[src/rtl/flash_cmd_pkg.sv]
package flash_cmd_pkg;

  localparam logic [7:0] CMD_RST_A = 8'h00;
  localparam logic [7:0] CMD_RST_B = 8'hFF;
  localparam logic [7:0] CMD_PGM_A = 8'h10;
  localparam logic [7:0] CMD_PGM_B = 8'h40;
  localparam logic [7:0] CMD_CLR   = 8'h50;
  localparam logic [7:0] CMD_CST   = 8'h70;
  localparam logic [7:0] CMD_EXT   = 8'h71;
  localparam logic [7:0] CMD_IDV   = 8'h75;
  localparam logic [7:0] CMD_GO    = 8'hD0;
  localparam logic [7:0] CMD_BLK   = 8'h20;
  localparam logic [7:0] CMD_CHIP  = 8'hA7;

  // field order: ext, cst, ident, prog
  typedef struct packed {
    logic ext;
    logic cst;
    logic ident;
    logic prog;
  } view_t;

  function automatic logic [7:0] id_byte(input logic [4:0] idx, input logic [7:0] type_b);
    case (idx)
      5'd0:    id_byte = 8'h4D;
      5'd2:    id_byte = 8'h50;
      5'd6:    id_byte = type_b;
      default: id_byte = 8'h00;
    endcase
  endfunction

endpackage

[src/rtl/flash_addr_fold.sv]
module flash_addr_fold #(
  parameter int ARRAY_AW = 20
) (
  input  logic [23:0]         bus_addr,
  input  logic                hirom_mode,
  output logic [ARRAY_AW-1:0] ofs
);
  logic [20:0] lin_ofs;
  logic [20:0] half_ofs;

  assign lin_ofs  = {1'b0, bus_addr[19:0]};
  assign half_ofs = {1'b0, bus_addr[20:16], bus_addr[14:0]};

  always_comb begin
    if (hirom_mode) ofs = lin_ofs[ARRAY_AW-1:0];
    else            ofs = half_ofs[ARRAY_AW-1:0];
  end
endmodule

[src/rtl/flash_cmd_decode.sv]
module flash_cmd_decode
  import flash_cmd_pkg::*;
#(
  parameter bit CHIP_OK = 1'b1
) (
  input  logic       clk,
  input  logic       rst_n,
  input  logic       wr_take,
  input  logic       rd_take,
  input  logic [7:0] wdata,
  output view_t      view,
  output logic       prog_hit,
  output logic       blk_go,
  output logic       chip_go
);
  logic [7:0] prev_q, prev_d;
  logic       prev_en;
  view_t      view_d;

  always_comb begin
    view_d   = view;
    prev_d   = prev_q;
    prev_en  = 1'b0;
    blk_go   = 1'b0;
    chip_go  = 1'b0;
    prog_hit = wr_take & view.prog;
    if (rd_take && view.cst) view_d.cst = 1'b0;
    if (prog_hit) begin
      view_d.prog = 1'b0;
    end else if (wr_take) begin
      prev_en = 1'b1;
      prev_d  = wdata;
      case (wdata)
        CMD_RST_A, CMD_RST_B: view_d = '0;
        CMD_PGM_A, CMD_PGM_B: view_d = '{1'b0, 1'b1, 1'b0, 1'b1};
        CMD_CLR: begin
          view_d.ext = 1'b0;
          view_d.cst = 1'b0;
        end
        CMD_CST: view_d = '{1'b0, 1'b1, 1'b0, 1'b0};
        CMD_EXT: view_d = '{1'b1, 1'b0, 1'b0, 1'b0};
        CMD_IDV: begin
          view_d.cst   = 1'b0;
          view_d.ident = 1'b1;
        end
        CMD_GO: begin
          blk_go  = (prev_q == CMD_BLK);
          chip_go = (prev_q == CMD_CHIP) && CHIP_OK;
        end
        default: ;
      endcase
    end
  end

  always_ff @(posedge clk or negedge rst_n) begin
    if (!rst_n) begin
      view   <= '0;
      prev_q <= '0;
    end else begin
      view <= view_d;
      if (prev_en) prev_q <= prev_d;
    end
  end
endmodule

[src/rtl/flash_erase_seq.sv]
module flash_erase_seq #(
  parameter int ARRAY_AW = 20,
  parameter int BLOCK_AW = 16
) (
  input  logic                clk,
  input  logic                rst_n,
  input  logic                blk_go,
  input  logic                chip_go,
  input  logic [ARRAY_AW-1:0] base,
  output logic                busy,
  output logic [ARRAY_AW-1:0] addr
);
  localparam int HI_W = ARRAY_AW - BLOCK_AW;

  logic [ARRAY_AW-1:0] cnt_d, last_q, last_d;
  logic [HI_W-1:0]     blk_sel;
  logic                busy_d, step_en;

  assign blk_sel = base[ARRAY_AW-1:BLOCK_AW];
  assign step_en = busy | blk_go | chip_go;

  always_comb begin
    busy_d = busy;
    cnt_d  = addr;
    last_d = last_q;
    if (busy) begin
      if (addr == last_q) busy_d = 1'b0;
      else                cnt_d  = addr + 1'b1;
    end else if (chip_go) begin
      busy_d = 1'b1;
      cnt_d  = '0;
      last_d = '1;
    end else if (blk_go) begin
      busy_d = 1'b1;
      cnt_d  = {blk_sel, {BLOCK_AW{1'b0}}};
      last_d = {blk_sel, {BLOCK_AW{1'b1}}};
    end
  end

  always_ff @(posedge clk or negedge rst_n) begin
    if (!rst_n) begin
      busy   <= 1'b0;
      addr   <= '0;
      last_q <= '0;
    end else if (step_en) begin
      busy   <= busy_d;
      addr   <= cnt_d;
      last_q <= last_d;
    end
  end
endmodule

[src/rtl/flash_cmd_ctrl.sv]
module flash_cmd_ctrl
  import flash_cmd_pkg::*;
#(
  parameter int         ARRAY_AW = 20,
  parameter int         BLOCK_AW = 16,
  parameter logic [7:0] ID_TYPE  = 8'h1A
) (
  input  logic                clk,
  input  logic                rst_n,
  input  logic                hirom_mode,
  input  logic [23:0]         bus_addr,
  input  logic                bus_wr,
  input  logic                bus_rd,
  input  logic [7:0]          bus_wdata,
  output logic [7:0]          bus_rdata,
  output logic                busy,
  output logic [ARRAY_AW-1:0] mem_addr,
  output logic                mem_we,
  output logic [7:0]          mem_wdata,
  input  logic [7:0]          mem_rdata
);
  localparam bit CHIP_OK = (ID_TYPE[7:4] == 4'h1) || (ID_TYPE[7:4] == 4'h4);

  logic [1:0]          rs_q;
  logic                rst_n_s;
  logic [ARRAY_AW-1:0] fold_ofs, ers_addr;
  logic                wr_take, rd_take, prog_hit, blk_go, chip_go;
  logic [15:0]         bofs;
  logic                id_hit;
  view_t               view;

  always_ff @(posedge clk or negedge rst_n) begin
    if (!rst_n) rs_q <= '0;
    else        rs_q <= {rs_q[0], 1'b1};
  end
  assign rst_n_s = rs_q[1];

  assign wr_take = bus_wr & ~busy;
  assign rd_take = bus_rd & ~busy;

  flash_addr_fold #(.ARRAY_AW(ARRAY_AW)) u_fold (
    .bus_addr(bus_addr), .hirom_mode(hirom_mode), .ofs(fold_ofs)
  );

  flash_cmd_decode #(.CHIP_OK(CHIP_OK)) u_dec (
    .clk(clk), .rst_n(rst_n_s), .wr_take(wr_take), .rd_take(rd_take),
    .wdata(bus_wdata), .view(view), .prog_hit(prog_hit),
    .blk_go(blk_go), .chip_go(chip_go)
  );

  flash_erase_seq #(.ARRAY_AW(ARRAY_AW), .BLOCK_AW(BLOCK_AW)) u_ers (
    .clk(clk), .rst_n(rst_n_s), .blk_go(blk_go), .chip_go(chip_go),
    .base(fold_ofs), .busy(busy), .addr(ers_addr)
  );

  assign mem_addr  = busy ? ers_addr : fold_ofs;
  assign mem_we    = busy | prog_hit;
  assign mem_wdata = busy ? 8'hFF : (mem_rdata & bus_wdata);

  assign bofs   = bus_addr[15:0];
  assign id_hit = view.ident && (bofs[15:8] == 8'hFF) && !bofs[0] && (bofs[7:0] <= 8'h12);

  always_comb begin
    if (busy)                                             bus_rdata = 8'h00;
    else if (view.cst)                                    bus_rdata = 8'h80;
    else if (view.ext && (bofs == 16'h0002 || bofs == 16'h8002)) bus_rdata = 8'hC0;
    else if (view.ext && (bofs == 16'h0004 || bofs == 16'h8004)) bus_rdata = 8'h82;
    else if (id_hit)                                      bus_rdata = id_byte(bofs[4:0], ID_TYPE);
    else                                                  bus_rdata = mem_rdata;
  end
endmodule

[config.mk]
export PLATFORM = sky130hd
export DESIGN_NAME = flash_cmd_ctrl
export DESIGN_NICKNAME = d
export VERILOG_FILES = /design/src/rtl/flash_cmd_pkg.sv /design/src/rtl/flash_addr_fold.sv /design/src/rtl/flash_cmd_decode.sv /design/src/rtl/flash_erase_seq.sv /design/src/rtl/flash_cmd_ctrl.sv
export SDC_FILE = /design/constraint.sdc
export NUM_CORES = 1
export LEC_CHECK = 0
export ABC_AREA = 1
export BUFFER_PORTS_ARGS = -buffer_cell sky130_fd_sc_hd__buf_2
export CAP_MARGIN = 20
export CORE_ASPECT_RATIO = 1.1
export CORE_MARGIN = 8
export CORE_UTILIZATION = 30
export CTS_CLUSTER_SIZE = 25
export DETAILED_ROUTE_END_ITERATION = 10
export GPL_ROUTABILITY_DRIVEN = 1
export PLACE_DENSITY_LB_ADDON = 0.3
export SLEW_MARGIN = 20
export SYNTH_ARGS = -nofsm -noshare
export SYNTH_HDL_FRONTEND = slang
export SYNTH_SLANG_ARGS = --single-unit
[constraint.sdc]
create_clock -name clk -period 1.1 [get_ports clk]
set_input_delay 0.055 -clock clk [delete_from_list [all_inputs] [get_ports clk]]
set_output_delay 0.055 -clock clk [all_outputs]
set_load 0.01 [all_outputs]
==> summary.md <==
| Metric | Value |
|---|---|
| Initial core utilization | `a little under a third` |
| Core area | `just over 10000 um^2` |
| TritonCTS Sinks | `40` |
| Final HPWL DP | `approximately 9000 um` |
| Post-synth net total | `565` |
| Seq cells post-synth | `40` |
| H-tree depth | `2` |
| Ranking of synthesized cells by area | `dfrtp_1, nand2_1, nor2_1, nand3_1, inv_1` |
| Net Sw Frac | `between 20% and 30%` |
| Root Buffer | `clkbuf_16` |
| CTS Buffer Depth | `2` |
| IO buf count | `a little under 80` |
| Worst Path Required | `approximately 1.0 ns` |
| Yosys warns | `0` |
| Max Freq | `595 MHz` |
| GPL Wtd Cong | `~0.9` |
| Vias/cell | `4.95` |
| DR iter-0 viols | `321` |
| WS Path Type | `flip-flop to output port` |
| Clock period minus worst slack | `between 1.5 and 2 ns` |
| Antenna violations before repair | `0` |
| Crit share post-route | `153%` |
| Pin count of the biggest net entering global routing | `39` |
| Dpl cell area | `around 4600 um^2` |
| GRT overflow | `0` |
| I/O pin count | `between 80 and 90` |
| # Max-Cap Violations | `0` |
| RSZ-0062 raised after global routing | `yes` |
| Critical path endpoint category | `output port` |
| Max-slew headroom | `64.6%` |
| PwrDens | `~570 nW/um^2` |
| Comb power frac | `between 10% and 20%` |
| GRT Resource Usage Total | `between 15 and 20%` |
| Setup crit start kind | `flip-flop` |
| Layout cells sized above 1 | `about half` |
| Worst Max-Slew Pin Slew | `~0.53 ns` |
| CTS tree | `built` |
| Clk_skew | `roughly 0.0051 ns` |
| # DRC | `0` |
| CTS Buf Count | `5` |
| Clk_lat worst skew | `0.29 ns` |
| Post-synthesis sequential area ratio | `31.4%` |
| Top cell type's share of synthesized area | `approximately a third` |
| P_sw | `844 uW` |
| First-pass GRT wire length | `approximately 20000 um` |
| Die Y | `approximately 120 um` |
| Die W | `approximately 110 um` |
| Unique cell type count in the Yosys netlist | `33` |
| HP Class | `primary input to async pin` |
| Worst vdd ir | `504 uV` |
| Crit path max fanout | `7` |
| Clock network power share | `~44%` |
| Synth-to-Final Area Change | `87.0%` |
| CTS clk-pin slew, worst paths | `0.06 ns` |
| Avg Inst Size Synth | `just over 6 um^2` |
| FILL cells | `~910` |
| Sequential share of power | `a little over two fifths` |
| Final hold violation count | `0` |
| Final instance area | `~6000 um^2` |
| Status | `finished with violations` |
| Drt total wl | `approximately 14000 um` |
| Wire per inst | `around 16 um` |
| Vias | `4403` |
| Pre-antenna DRT Iters | `5` |
| Static leakage | `3.01 nW` |
| # rows | `39` |
| CP arrival | `between 1.5 and 2 ns` |
| Max Slew Vio Count | `0` |
| Nets | `about 790` |
| Full die area | `approximately 14000 um^2` |
| Setup ws final | `-0.580 ns` |
| Setup TNS | `-33.34 ns` |
| Ant diodes | `0` |
| Largest area contributor in the netlist | `dfrtp_1` |
| Final ANT Viol Nets | `0` |
| Post-Syn Area | `around 3200 um^2` |
| # setup viols final | `76` |
| Internal Power | `around 2.5 mW` |
| Mapped Cells | `between 500 and 600` |
| Violated checks | `negative setup slack` |
| Vias in the first global route | `4348` |
-- what timing repair did --
action                                  CTS  global route
hold buffers                              1             0
endpoints found under the hold margin     2             0
resized for setup                       111            78
setup buffers                            23            16
pin swaps                                22            25
cloned                                    6             2
endpoints found under the setup margin   76            76
-- cell type report --
cell class / instances / area (um^2) / area share [%]
sequential: 40 / 1010 / 16.9
clock buffer: 6 / 139 / 2.33
tap: 143 / 179 / 3.01
multi-input combinational: 412 / 2430 / 40.9
timing repair buffer: 236 / 1980 / 33.3
clock inverter: 2 / 10.0 / 0.168
inverter: 51 / 206 / 3.47
-- metrics by stage --
step	total power, mW	std cells	hold slack [ns]	setup WS [ns]	util [%]
after floorplan	1.63	519	-0.241	-0.366	-
after global placement	1.86	839	-0.160	-0.478	44.8
after detailed placement	1.87	839	-0.158	-0.490	44.8
after CTS	3.37	875	0.0689	-0.516	53.5
after global routing	3.49	890	0.0835	-0.645	57.5
final	3.39	890	0.0674	-0.580	57.5
-- cell families (layout without fill, tap and decap cells) --
kind of cell             after synthesis  after routing  synth area share (%)
multiplexers                           2              2                 0.629
AND/OR/NAND/NOR                      339            340                  45.6
buffers and inverters                 68            295                  9.00
AO/OA/AOI/OAI                         54             54                  8.96
adder cells (fa/ha/maj)                1              1                 0.393
flip-flops                            40             40                  31.4
XOR/XNOR                              14             14                  3.85
other                                  1              1                 0.118
-- registers in the layout, summed over array words and instances (netlist names) --
name and count:
u_ers.addr 20, u_ers.last_q 5, u_dec.view 4, u_ers.busy 1, rs_q 2, u_dec.prev_q 8
-- layout by cell type, fill, tap and decap left out, drive strengths merged --
master,n
buf,232
nand2,175
nor2,88
nand3,54
inv,50
dfrtp,40
o21ai,35
a21oi,13
nand4,10
nor3,10
xor2,8
clkbuf,8
xnor2,6
o21bai,4
clkinv,3
mux2i,2
a21boi,1
o211ai,1
nand3b,1
nor4,1
or2,1
ha,1
bufbuf,1
dlygate4sd3,1
conb,1
-- worst max-delay path: stages (launching register included) --
cell,delay (ns)
dfrtp_2,0.43
buf_12,0.14
buf_12,0.13
buf_12,0.12
clkinv_8,0.06
buf_12,0.15
nor2_4,0.05
a21oi_4,0.13
buf_6,0.13
-- power by group through the flow --
| stage | registers (mW) | clock network [mW] | logic [mW] |
|---|---|---|---|
| 2_1_floorplan | 1.52 | 0 | 0.105 |
| 3_3_place_gp | 1.50 | 0 | 0.360 |
| 3_5_place_dp | 1.50 | 0 | 0.364 |
| 4_1_cts | 1.48 | 1.50 | 0.393 |
| 5_1_grt | 1.48 | 1.56 | 0.448 |
| 6_report | 1.48 | 1.50 | 0.410 |
-- synthesized netlist by cell type --
cell,count
nand2_1,168
nor2_1,84
nand3_1,53
inv_1,49
dfrtp_1,40
o21ai_0,34
a21oi_1,13
nand4_1,10
nor3_1,10
xor2_1,8
clkbuf_1,7
xnor2_1,6
buf_2,5
o21bai_1,4
nand2_2,3
nand2_4,3
nor2_2,3
buf_4,2
buf_6,2
mux2i_1,2
a21boi_0,1
buf_1,1
clkinv_1,1
conb_1,1
ha_1,1
inv_4,1
nand3_2,1
nand3b_1,1
nor2_4,1
nor4_4,1
o211ai_1,1
o21ai_1,1
or2_2,1
-- per-layer routing --
metal / GRT usage [%] / vias to the layer above / wire [um]
met5: 0 / - / 0
met4: 7.24 / 0 / 427
met3: 2.86 / 37 / 741
met2: 32.6 / 180 / 7380
met1: 19.8 / 2071 / 5380
li1: - / 2115 / -
-- worst paths after layout --
| check | from | endpoint | slack, ns | cells past startpoint |
|---|---|---|---|---|
| min reg2reg | rs_q[1] | u_dec.prev_q[6] | 0.23 | 1 |
| max reg2reg | u_ers.busy | u_ers.addr[2] | -0.57 | 10 |
| min in group clk | bus_rd | u_dec.view[2] | 0.09 | 4 |
| max in group asynchronous | rs_q[1] | u_ers.addr[0] | 0.66 | 1 |
| max | u_ers.busy | mem_addr[0] | -0.58 | 8 |
| min | rst_n | rs_q[0] | 0.07 | 2 |
No activity file was read; power rests on OpenSTA's default activity.
